<file path="src/rtl/fmw_pkg.sv">
package fmw_pkg;
  // Event seen at one write clock edge
  typedef enum logic [1:0] {
    EV_NONE    = 2'd0,
    EV_CAPTURE = 2'd1,
    EV_FLUSH   = 2'd2
  } fmw_ev_e;

  function automatic fmw_ev_e fmw_decode(input logic rst_lvl, input logic en_lvl);
    if (rst_lvl)     return EV_FLUSH;
    else if (en_lvl) return EV_CAPTURE;
    else             return EV_NONE;
  endfunction
endpackage

</file>
<file path="src/rtl/fmw_ptr.sv">
module fmw_ptr #(
  parameter int DEPTH = 256,
  localparam int AW = (DEPTH > 2) ? $clog2(DEPTH) : 1
) (
  input  logic          clk,
  input  logic          rst_n,
  input  fmw_pkg::fmw_ev_e ev,
  output logic [AW-1:0] ptr
);
  import fmw_pkg::*;
  localparam logic [AW-1:0] LAST = AW'(DEPTH - 1);

  logic [AW-1:0] ptr_n;
  logic          ptr_ce;

  always_comb begin
    ptr_ce = (ev != EV_NONE);
    ptr_n  = ptr;
    if (ev == EV_FLUSH)        ptr_n = '0;
    else if (ev == EV_CAPTURE) ptr_n = (ptr == LAST) ? '0 : ptr + 1'b1;
  end

  always_ff @(posedge clk or negedge rst_n) begin
    if (!rst_n)      ptr <= '0;
    else if (ptr_ce) ptr <= ptr_n;
  end
endmodule

</file>
<file path="src/rtl/fmw_stage.sv">
module fmw_stage #(
  parameter int W  = 12,
  parameter int AW = 8
) (
  input  logic          clk,
  input  logic          rst_n,
  input  fmw_pkg::fmw_ev_e ev,
  input  logic [AW-1:0] ptr,
  input  logic [W-1:0]  din,
  input  logic          in_en,
  output logic [AW-1:0] req_addr,
  output logic [W-1:0]  req_data,
  output logic          req_we
);
  import fmw_pkg::*;

  logic [AW-1:0] st_addr;
  logic [W-1:0]  st_data;
  logic          st_vld, st_vld_n;
  logic          st_ce, req_ce, req_we_n, push;

  always_comb begin
    push     = (ev != EV_NONE);
    req_ce   = push && st_vld;
    req_we_n = push && st_vld;
    st_ce    = (ev == EV_CAPTURE);
    st_vld_n = st_vld;
    if (ev == EV_CAPTURE)    st_vld_n = in_en;
    else if (ev == EV_FLUSH) st_vld_n = 1'b0;
  end

  always_ff @(posedge clk or negedge rst_n) begin
    if (!rst_n) begin
      st_addr <= '0;
      st_data <= '0;
    end else if (st_ce) begin
      st_addr <= ptr;
      st_data <= din;
    end
  end

  always_ff @(posedge clk or negedge rst_n) begin
    if (!rst_n) st_vld <= 1'b0;
    else        st_vld <= st_vld_n;
  end

  always_ff @(posedge clk or negedge rst_n) begin
    if (!rst_n) begin
      req_addr <= '0;
      req_data <= '0;
    end else if (req_ce) begin
      req_addr <= st_addr;
      req_data <= st_data;
    end
  end

  always_ff @(posedge clk or negedge rst_n) begin
    if (!rst_n) req_we <= 1'b0;
    else        req_we <= req_we_n;
  end
endmodule

</file>
<file path="src/rtl/fmw_guard.sv">
module fmw_guard #(
  parameter int MIN_LOW = 2,
  localparam int CW = $clog2(MIN_LOW + 1)
) (
  input  logic clk,
  input  logic rst_n,
  input  logic seg_rst,
  output logic err
);
  logic [CW-1:0] lo_cnt, lo_cnt_n;
  logic          prev_hi, seen, seen_n, err_n, rise;

  always_comb begin
    rise     = seg_rst && !prev_hi;
    lo_cnt_n = lo_cnt;
    if (seg_rst)                    lo_cnt_n = '0;
    else if (lo_cnt != CW'(MIN_LOW)) lo_cnt_n = lo_cnt + 1'b1;
    seen_n = seen || seg_rst;
    err_n  = err || (rise && seen && (lo_cnt < CW'(MIN_LOW)));
  end

  always_ff @(posedge clk or negedge rst_n) begin
    if (!rst_n) begin
      lo_cnt  <= '0;
      prev_hi <= 1'b0;
      seen    <= 1'b0;
      err     <= 1'b0;
    end else begin
      lo_cnt  <= lo_cnt_n;
      prev_hi <= seg_rst;
      seen    <= seen_n;
      err     <= err_n;
    end
  end
endmodule

</file>
<file path="src/rtl/fieldmem_wr_port.sv">
module fieldmem_wr_port #(
  parameter int W     = 12,
  parameter int DEPTH = 256,
  localparam int AW = (DEPTH > 2) ? $clog2(DEPTH) : 1
) (
  input  logic          clk,
  input  logic          rst_n,
  input  logic          seg_rst,
  input  logic          wr_en,
  input  logic          in_en,
  input  logic [W-1:0]  din,
  output logic [AW-1:0] mem_addr,
  output logic [W-1:0]  mem_data,
  output logic          mem_we,
  output logic          proto_err
);
  import fmw_pkg::*;

  // Asynchronous assert, synchronous release
  logic [1:0] rst_sync;
  logic       rst_core_n;

  always_ff @(posedge clk or negedge rst_n) begin
    if (!rst_n) rst_sync <= 2'b00;
    else        rst_sync <= {rst_sync[0], 1'b1};
  end
  assign rst_core_n = rst_sync[1];

  fmw_ev_e       ev;
  logic [AW-1:0] ptr;

  always_comb ev = fmw_decode(seg_rst, wr_en);

  fmw_ptr #(.DEPTH(DEPTH)) u_ptr (
    .clk(clk), .rst_n(rst_core_n), .ev(ev), .ptr(ptr)
  );

  fmw_stage #(.W(W), .AW(AW)) u_stage (
    .clk(clk), .rst_n(rst_core_n), .ev(ev), .ptr(ptr), .din(din),
    .in_en(in_en), .req_addr(mem_addr), .req_data(mem_data), .req_we(mem_we)
  );

  fmw_guard #(.MIN_LOW(2)) u_guard (
    .clk(clk), .rst_n(rst_core_n), .seg_rst(seg_rst), .err(proto_err)
  );
endmodule

</file>
<file path="config.mk">
export PLATFORM = sky130hd
export DESIGN_NAME = fieldmem_wr_port
export DESIGN_NICKNAME = d
export VERILOG_FILES = /design/src/rtl/fmw_pkg.sv /design/src/rtl/fmw_ptr.sv /design/src/rtl/fmw_stage.sv /design/src/rtl/fmw_guard.sv /design/src/rtl/fieldmem_wr_port.sv
export SDC_FILE = /design/constraint.sdc
export NUM_CORES = 1
export LEC_CHECK = 0
export ABC_AREA = 0
export BUFFER_PORTS_ARGS = -buffer_cell sky130_fd_sc_hd__buf_4
export CAP_MARGIN = 20
export CELL_PAD_IN_SITES_DETAIL_PLACEMENT = 1
export CELL_PAD_IN_SITES_GLOBAL_PLACEMENT = 2
export CORE_MARGIN = 2
export CORE_UTILIZATION = 34
export DETAILED_ROUTE_END_ITERATION = 10
export GPL_TIMING_DRIVEN = 0
export PLACE_DENSITY = 0.83
export REMOVE_ABC_BUFFERS = 1
export SLEW_MARGIN = 20
export SYNTH_ARGS = -nofsm -noshare
export SYNTH_HDL_FRONTEND = slang
export SYNTH_SLANG_ARGS = --single-unit
</file>
<file path="constraint.sdc">
create_clock -name clk -period 1.8 [get_ports clk]
set_input_delay 0.36 -clock clk [delete_from_list [all_inputs] [get_ports clk]]
set_output_delay 0.36 -clock clk [all_outputs]
set_load 0.1 [all_outputs]
</file>
==> impl_metrics.json, run 1 <==
{
  "outcome": "finished clean",
  "p_leak_nw": 1.313,
  "clockBufferDepth": 2,
  "cts_buffers": 9,
  "n_antenna_cell": 0,
  "die_x_um": 85.19,
  "stdcell_area_mm2": 0.002796,
  "dieArea_mm2": 0.007256,
  "clock_skew_ns": 0.005284,
  "worstSetupEndpointType": "flip-flop",
  "slew_viol_final": 0,
  "firstDrtPassIters": 4,
  "cts_tree": "done",
  "cp_max_fo": 13,
  "hold_buffers": 1,
  "grt_max_degree": 56,
  "min_to": "u_stage.st_data[2]",
  "critical_path.top_delay_family": "simple AND/OR/NAND/NOR gates",
  "routabilityCongestion": 0.7180,
  "ys_seq_area_frac": 0.6365,
  "power_density_mw_per_mm2": 1367,
  "antenna_found_initial": 0,
  "max_freq_ghz": 0.6625,
  "area_delta_synth_final_pct": 24.79,
  "core_mm2": 0.006350,
  "r2r_slack_ns": 0.37,
  "rows": 29,
  "synth_cells": 155,
  "hold_depth": 2,
  "clock-sinks": 57,
  "clk_pin_slew_ns": 0.06,
  "vias": 1350,
  "start_util": 0.3529,
  "fin_util": 0.4404,
  "cts_resized": 0,
  "yosys.cell_types.count": 29,
  "seq_area_mm2": 0.001430,
  "via_per_inst": 4.804,
  "rr_endpoint": "u_ptr.ptr[6]",
  "arrival_ns": 1.72,
  "timing.final.crit_share": 0.8385,
  "rr_worst_depth": 4,
  "worstMarginPinSlew_ns": 0.7729,
  "r2r-start": "u_ptr.ptr[0]",
  "drtAntennaViolNets": 0,
  "cts-root-buf": "clkbuf_8",
  "nFillCells": 644,
  "whs_ns": 0.2661,
  "max_stage_delay_ns": 0.59,
  "hold_viol": 0,
  "required_ns": 2.01,
  "finalSetupViolations": 0,
  "dpl_cell_area_mm2": 0.002613,
  "cp_num_buf_inv": 2,
  "drv_cap": 0,
  "io_buffers": 38,
  "syn_area_mm2": 0.002241,
  "layout_min_cycle_time_ns": 1.509,
  "die_h_um": 85.19,
  "ys_warn_count": 0,
  "clkLatencyLatePin_ns": 0.32,
  "slowest_stage": "nor2b_2",
  "dp_hpwl_um": 2718,
  "crit_chain": "buf_4, nor2b_2, buf_8, mux2_2",
  "drive_gt1_frac": 0.4902,
  "syn_avg_cell_area_um2": 14.46,
  "postRouteWirelength_um": 4194,
  "grt_pass1_vias": 1444,
  "pin_count": 39,
  "overflow": 0,
  "hold_path.class": "in2reg",
  "peakVddDrop_mv": 0.8010,
  "route.detailed.wl_per_inst_um": 14.93,
  "drc": 0,
  "grt_usage": 0.1303,
  "rsz0062_at_grt": "false",
  "worstSetupPathType": "in2reg",
  "worstHoldStart": "din[2]",
  "cts_setup_buffers": 0,
  "slew_headroom": 0.4828,
  "start_kind": "input pin",
  "drtIter0Drc": 25,
  "h-tree-depth": 3,
  "nets": 218,
  "grt_pass1_wl_um": 7120,
  "ys_ff_latch": 57,
  "multi_input_area_um2": 778.2
}
flip-flops by register name, summed over array words and instances, names as in the netlist:
| signal | cells |
|---|---|
| u_stage.req_we | 1 |
| u_guard.prev_hi | 1 |
| rst_sync | 2 |
| u_stage.req_addr | 8 |
| u_stage.st_addr | 8 |
| u_ptr.ptr | 8 |
| u_guard.lo_cnt | 2 |
| u_stage.st_vld | 1 |
| u_guard.seen | 1 |
| u_guard.err | 1 |
| u_stage.st_data | 12 |
| u_stage.req_data | 12 |
metrics by stage:
stage / instances / setup slack, ns / power [mW] / TNS, ns
finish: 281 / 0.2906 / 3.822 / 0
global route: 281 / 0.1988 / 4.010 / 0
CTS: 281 / 0.2608 / 3.886 / 0
detailed placement: 264 / -0.06875 / 2.820 / -0.6197
global placement: 263 / -0.9253 / 2.789 / -64.63
floorplan: 148 / -0.06549 / 2.530 / -1.711
worst max-delay path by stage:
| stage | from | endpoint | slack [ns] | cells past startpoint |
|---|---|---|---|---|
| after floorplan | seg_rst | u_stage.req_addr[0] | -0.07 | 2 |
| after global placement | seg_rst | u_stage.req_addr[0] | -0.93 | 3 |
| after detailed placement | wr_en | u_stage.st_data[3] | -0.07 | 4 |
| after CTS | wr_en | u_stage.st_data[3] | 0.26 | 4 |
| after global routing | u_ptr.ptr[0] | u_ptr.ptr[6] | 0.20 | 4 |
| final | wr_en | u_stage.st_data[3] | 0.29 | 4 |
area by class of cell:
cell class              count  share of cell area
clock inverters             3            0.005369
well taps                  77             0.03445
flip-flops and latches     57              0.5114
multi-input cells          89              0.2783
repair buffers             40              0.1110
clock buffers              13             0.05682
inverters                   2            0.002685
metal layers:
metal | GRT usage | vias to the layer above | wire, µm | part of all wire
met5 | 0 | - | 0 | 0
met4 | 0.04329 | 0 | 23 | 0.0055
met3 | 0.05837 | 2 | 210 | 0.050
met2 | 0.2067 | 26 | 2139 | 0.51
met1 | 0.1589 | 695 | 1821 | 0.43
li1 | - | 627 | - | -
power breakdown:
group          switching, mW  total, mW  internal, mW
combinational          0.900       1.21         0.312
sequential             0.118       1.57          1.46
clock                  0.469       1.04         0.568
total                   1.49       3.82          2.34
cell usage in the layout (no fill, tap or decap), types with 3 or more instances in the layout:
cell / n
xor2_1: 3
a21oi_1: 5
dfrtp_1: 56
clkbuf_8: 11
nor2_1: 7
o21ai_0: 3
mux2_2: 39
buf_4: 38
or3_1: 3
nand3_1: 3
nand2_1: 3
clkinv_2: 3
Yosys cell counts (all sizes together):
master  instances  area share
a21oi           5       0.011
a311oi          1      0.0039
a31oi           1      0.0028
and2b           1      0.0039
buf             7       0.019
conb            1      0.0017
dfrtp          57        0.64
ha              2       0.011
inv             2      0.0034
mux2           40        0.20
mux2i           2      0.0089
nand2           3      0.0050
nand2b          2      0.0056
nand3           4       0.011
nand4           3       0.011
nor2            7       0.012
nor2b           2      0.0056
nor4bb          1      0.0045
o21ai           4      0.0089
o221ai          1      0.0039
o31ai           1      0.0034
or2             2      0.0056
or3             3      0.0084
xor2            3       0.012
kinds of logic after synthesis:
logic type,synth area share
simple gates,0.07258
fa+ha+maj,0.01117
buf+inv,0.02233
mux,0.2099
xor+xnor,0.01173
flops,0.6365
other cells,0.001673
compound gates,0.03406
Power figures use the tool's default switching activity.
==> run 2, diff against run 1 <==
--- a/config.mk
+++ b/config.mk
@@ -11,10 +11,10 @@
 export CELL_PAD_IN_SITES_DETAIL_PLACEMENT = 1
 export CELL_PAD_IN_SITES_GLOBAL_PLACEMENT = 2
 export CORE_MARGIN = 2
-export CORE_UTILIZATION = 34
+export CORE_UTILIZATION = 35
 export DETAILED_ROUTE_END_ITERATION = 10
 export GPL_TIMING_DRIVEN = 0
-export PLACE_DENSITY = 0.83
+export PLACE_DENSITY = 0.82
 export REMOVE_ABC_BUFFERS = 1
 export SLEW_MARGIN = 20
 export SYNTH_ARGS = -nofsm -noshare
==> constraint.sdc (replaced) <==
create_clock -name clk -period 1.45 [get_ports clk]
set_input_delay 0.29 -clock clk [delete_from_list [all_inputs] [get_ports clk]]
set_output_delay 0.29 -clock clk [all_outputs]
set_load 0.1 [all_outputs]
==> impl_metrics.json, run 2 (synthesized netlist as in run 1, its figures left out) <==
{
  "outcome": "finished clean",
  "die_x_um": 84.02,
  "clockBufferDepth": 2,
  "worstSetupEndpointType": "flip-flop",
  "dpl_cell_area_mm2": 0.002609,
  "nets": 220,
  "setup.worst_path.end": "u_ptr.ptr[6]",
  "rr_endpoint": "u_ptr.ptr[6]",
  "h-tree-depth": 3,
  "cp-startpoint": "u_ptr.ptr[0]",
  "drtAntennaViolNets": 0,
  "r2r_slack_ns": 0.08,
  "drc": 0,
  "switchingPower_mw": 1.889,
  "via_per_inst": 4.777,
  "dp_hpwl_um": 2889,
  "start_kind": "flip-flop",
  "layout_commonest_cell": "dfrtp_1",
  "rows": 29,
  "drtIter0Drc": 44,
  "hold_viol": 0,
  "pin_count": 39,
  "power_density_mw_per_mm2": 1736,
  "postRouteWirelength_um": 4237,
  "setup-tns-final_ns": 0,
  "worstSetupPathType": "reg2reg",
  "p_int_mw": 3.032,
  "core_mm2": 0.006277,
  "dieArea_mm2": 0.007059,
  "finalSetupViolations": 0,
  "timing.final.crit_share": 0.9432,
  "grt_usage": 0.1388,
  "stdcell_area_mm2": 0.002835,
  "layout_min_cycle_time_ns": 1.368,
  "cp_max_fo": 6,
  "rr_worst_depth": 4,
  "hold_path.class": "in2reg",
  "p_sw_frac": 0.3839,
  "pwr-share-seq": 0.398,
  "rsz0062_at_grt": "false",
  "nFillCells": 666,
  "route.detailed.wl_per_inst_um": 14.97,
  "peakVddDrop_mv": 1.046,
  "clk_pin_slew_ns": 0.06,
  "clock_skew_ns": 0.006521,
  "vias": 1352,
  "slew_viol_final": 0,
  "most-common-layout-cells": "dfrtp_1, buf_4, mux2_2",
  "r2r-start": "u_ptr.ptr[0]",
  "p_comb_frac": 0.307,
  "area_delta_synth_final_pct": 26.52,
  "drv_cap": 0,
  "grt_pass1_vias": 1517,
  "antenna_found_initial": 0,
  "die_h_um": 84.02,
  "routabilityCongestion": 0.6667,
  "reg_top3": "u_stage.req_data x12, u_stage.st_data x12",
  "start_util": 0.3570,
  "grt_pass1_wl_um": 7452,
  "drive_gt1_frac": 0.5146,
  "n_antenna_cell": 0,
  "cts_tree": "done",
  "worstMarginPinSlew_ns": 0.7272,
  "clkLatencyLatePin_ns": 0.33,
  "overflow": 0,
  "grt_max_degree": 56,
  "cts-root-buf": "clkbuf_8",
  "cts_buffers": 9,
  "p_leak_nw": 1.319,
  "p_clk_frac": 0.295,
  "total_power_mw": 4.921,
  "slew_headroom": 0.5133,
  "max_freq_ghz": 0.7312,
  "required_ns": 1.70,
  "arrival_ns": 1.62,
  "clock-sinks": 57,
  "io_buffers": 38,
  "firstDrtPassIters": 4
}
==> run 2: power groups by stage <==
stage / registers (mW) / clock network, mW / logic, mW
after floorplan: 2.86 / 0 / 0.284
after global placement: 1.98 / 0 / 1.49
after detailed placement: 1.99 / 0 / 1.51
after CTS: 1.97 / 1.50 / 1.52
after global routing: 2.00 / 1.60 / 1.58
final: 1.96 / 1.45 / 1.51
==> run 2: area by class of cell <==
cell class | count | area [µm²] | share of cell area
sequential | 57 | 1433 | 0.5053
multi-input combinational | 89 | 780.7 | 0.2754
timing repair buffer | 42 | 321.6 | 0.1134
clock buffer | 11 | 141.4 | 0.04987
tap | 77 | 96.34 | 0.03398
clock inverter | 5 | 55.05 | 0.01942
inverter | 2 | 7.507 | 0.002648
==> run 2: worst max-delay path, stage by stage (launching register included) <==
cell and delay (ns):
dfrtp_2 0.41, ha_2 0.24, nand3_2 0.10, or3_1 0.37, a21oi_1 0.16
==> run 2: stage by stage <==
stage | std cells | util | setup WS (ns) | hold slack (ns)
floorplan | 148 | - | -0.3455 | -0.005591
global placement | 263 | 0.4110 | -1.137 | 0.07413
detailed placement | 264 | 0.4156 | -0.2597 | 0.07716
CTS | 281 | 0.4491 | 0.02929 | 0.1649
global route | 283 | 0.4517 | 0.01602 | 0.1697
finish | 283 | 0.4517 | 0.08239 | 0.1842
==> run 2: per-layer routing <==
layer  global-route usage  part of all wire  vias to the layer above
met4              0.06158             0.011                        0
met2               0.2131              0.51                       34
met3              0.05539             0.043                        4
met1               0.1729              0.44                      683
met5                    0                 0                        -
li1                     -                 -                      631
==> run 2: timing repair <==
item / CTS / global route
setup buffers: 0 / 2
hold endpoints to repair: 2 / 0
resized for setup: 2 / 1
hold buffers: 1 / 0
endpoints found under the setup margin: 1 / 1
==> run 2: worst min-delay path by stage <==
stage                 from                 end  cells past startpoint
floorplan            rst_n         rst_sync[0]                      0
global placement     rst_n         rst_sync[0]                      1
detailed placement   rst_n         rst_sync[0]                      1
CTS                 din[0]  u_stage.st_data[0]                      2
global route        din[7]  u_stage.st_data[7]                      2
finish              din[0]  u_stage.st_data[0]                      2
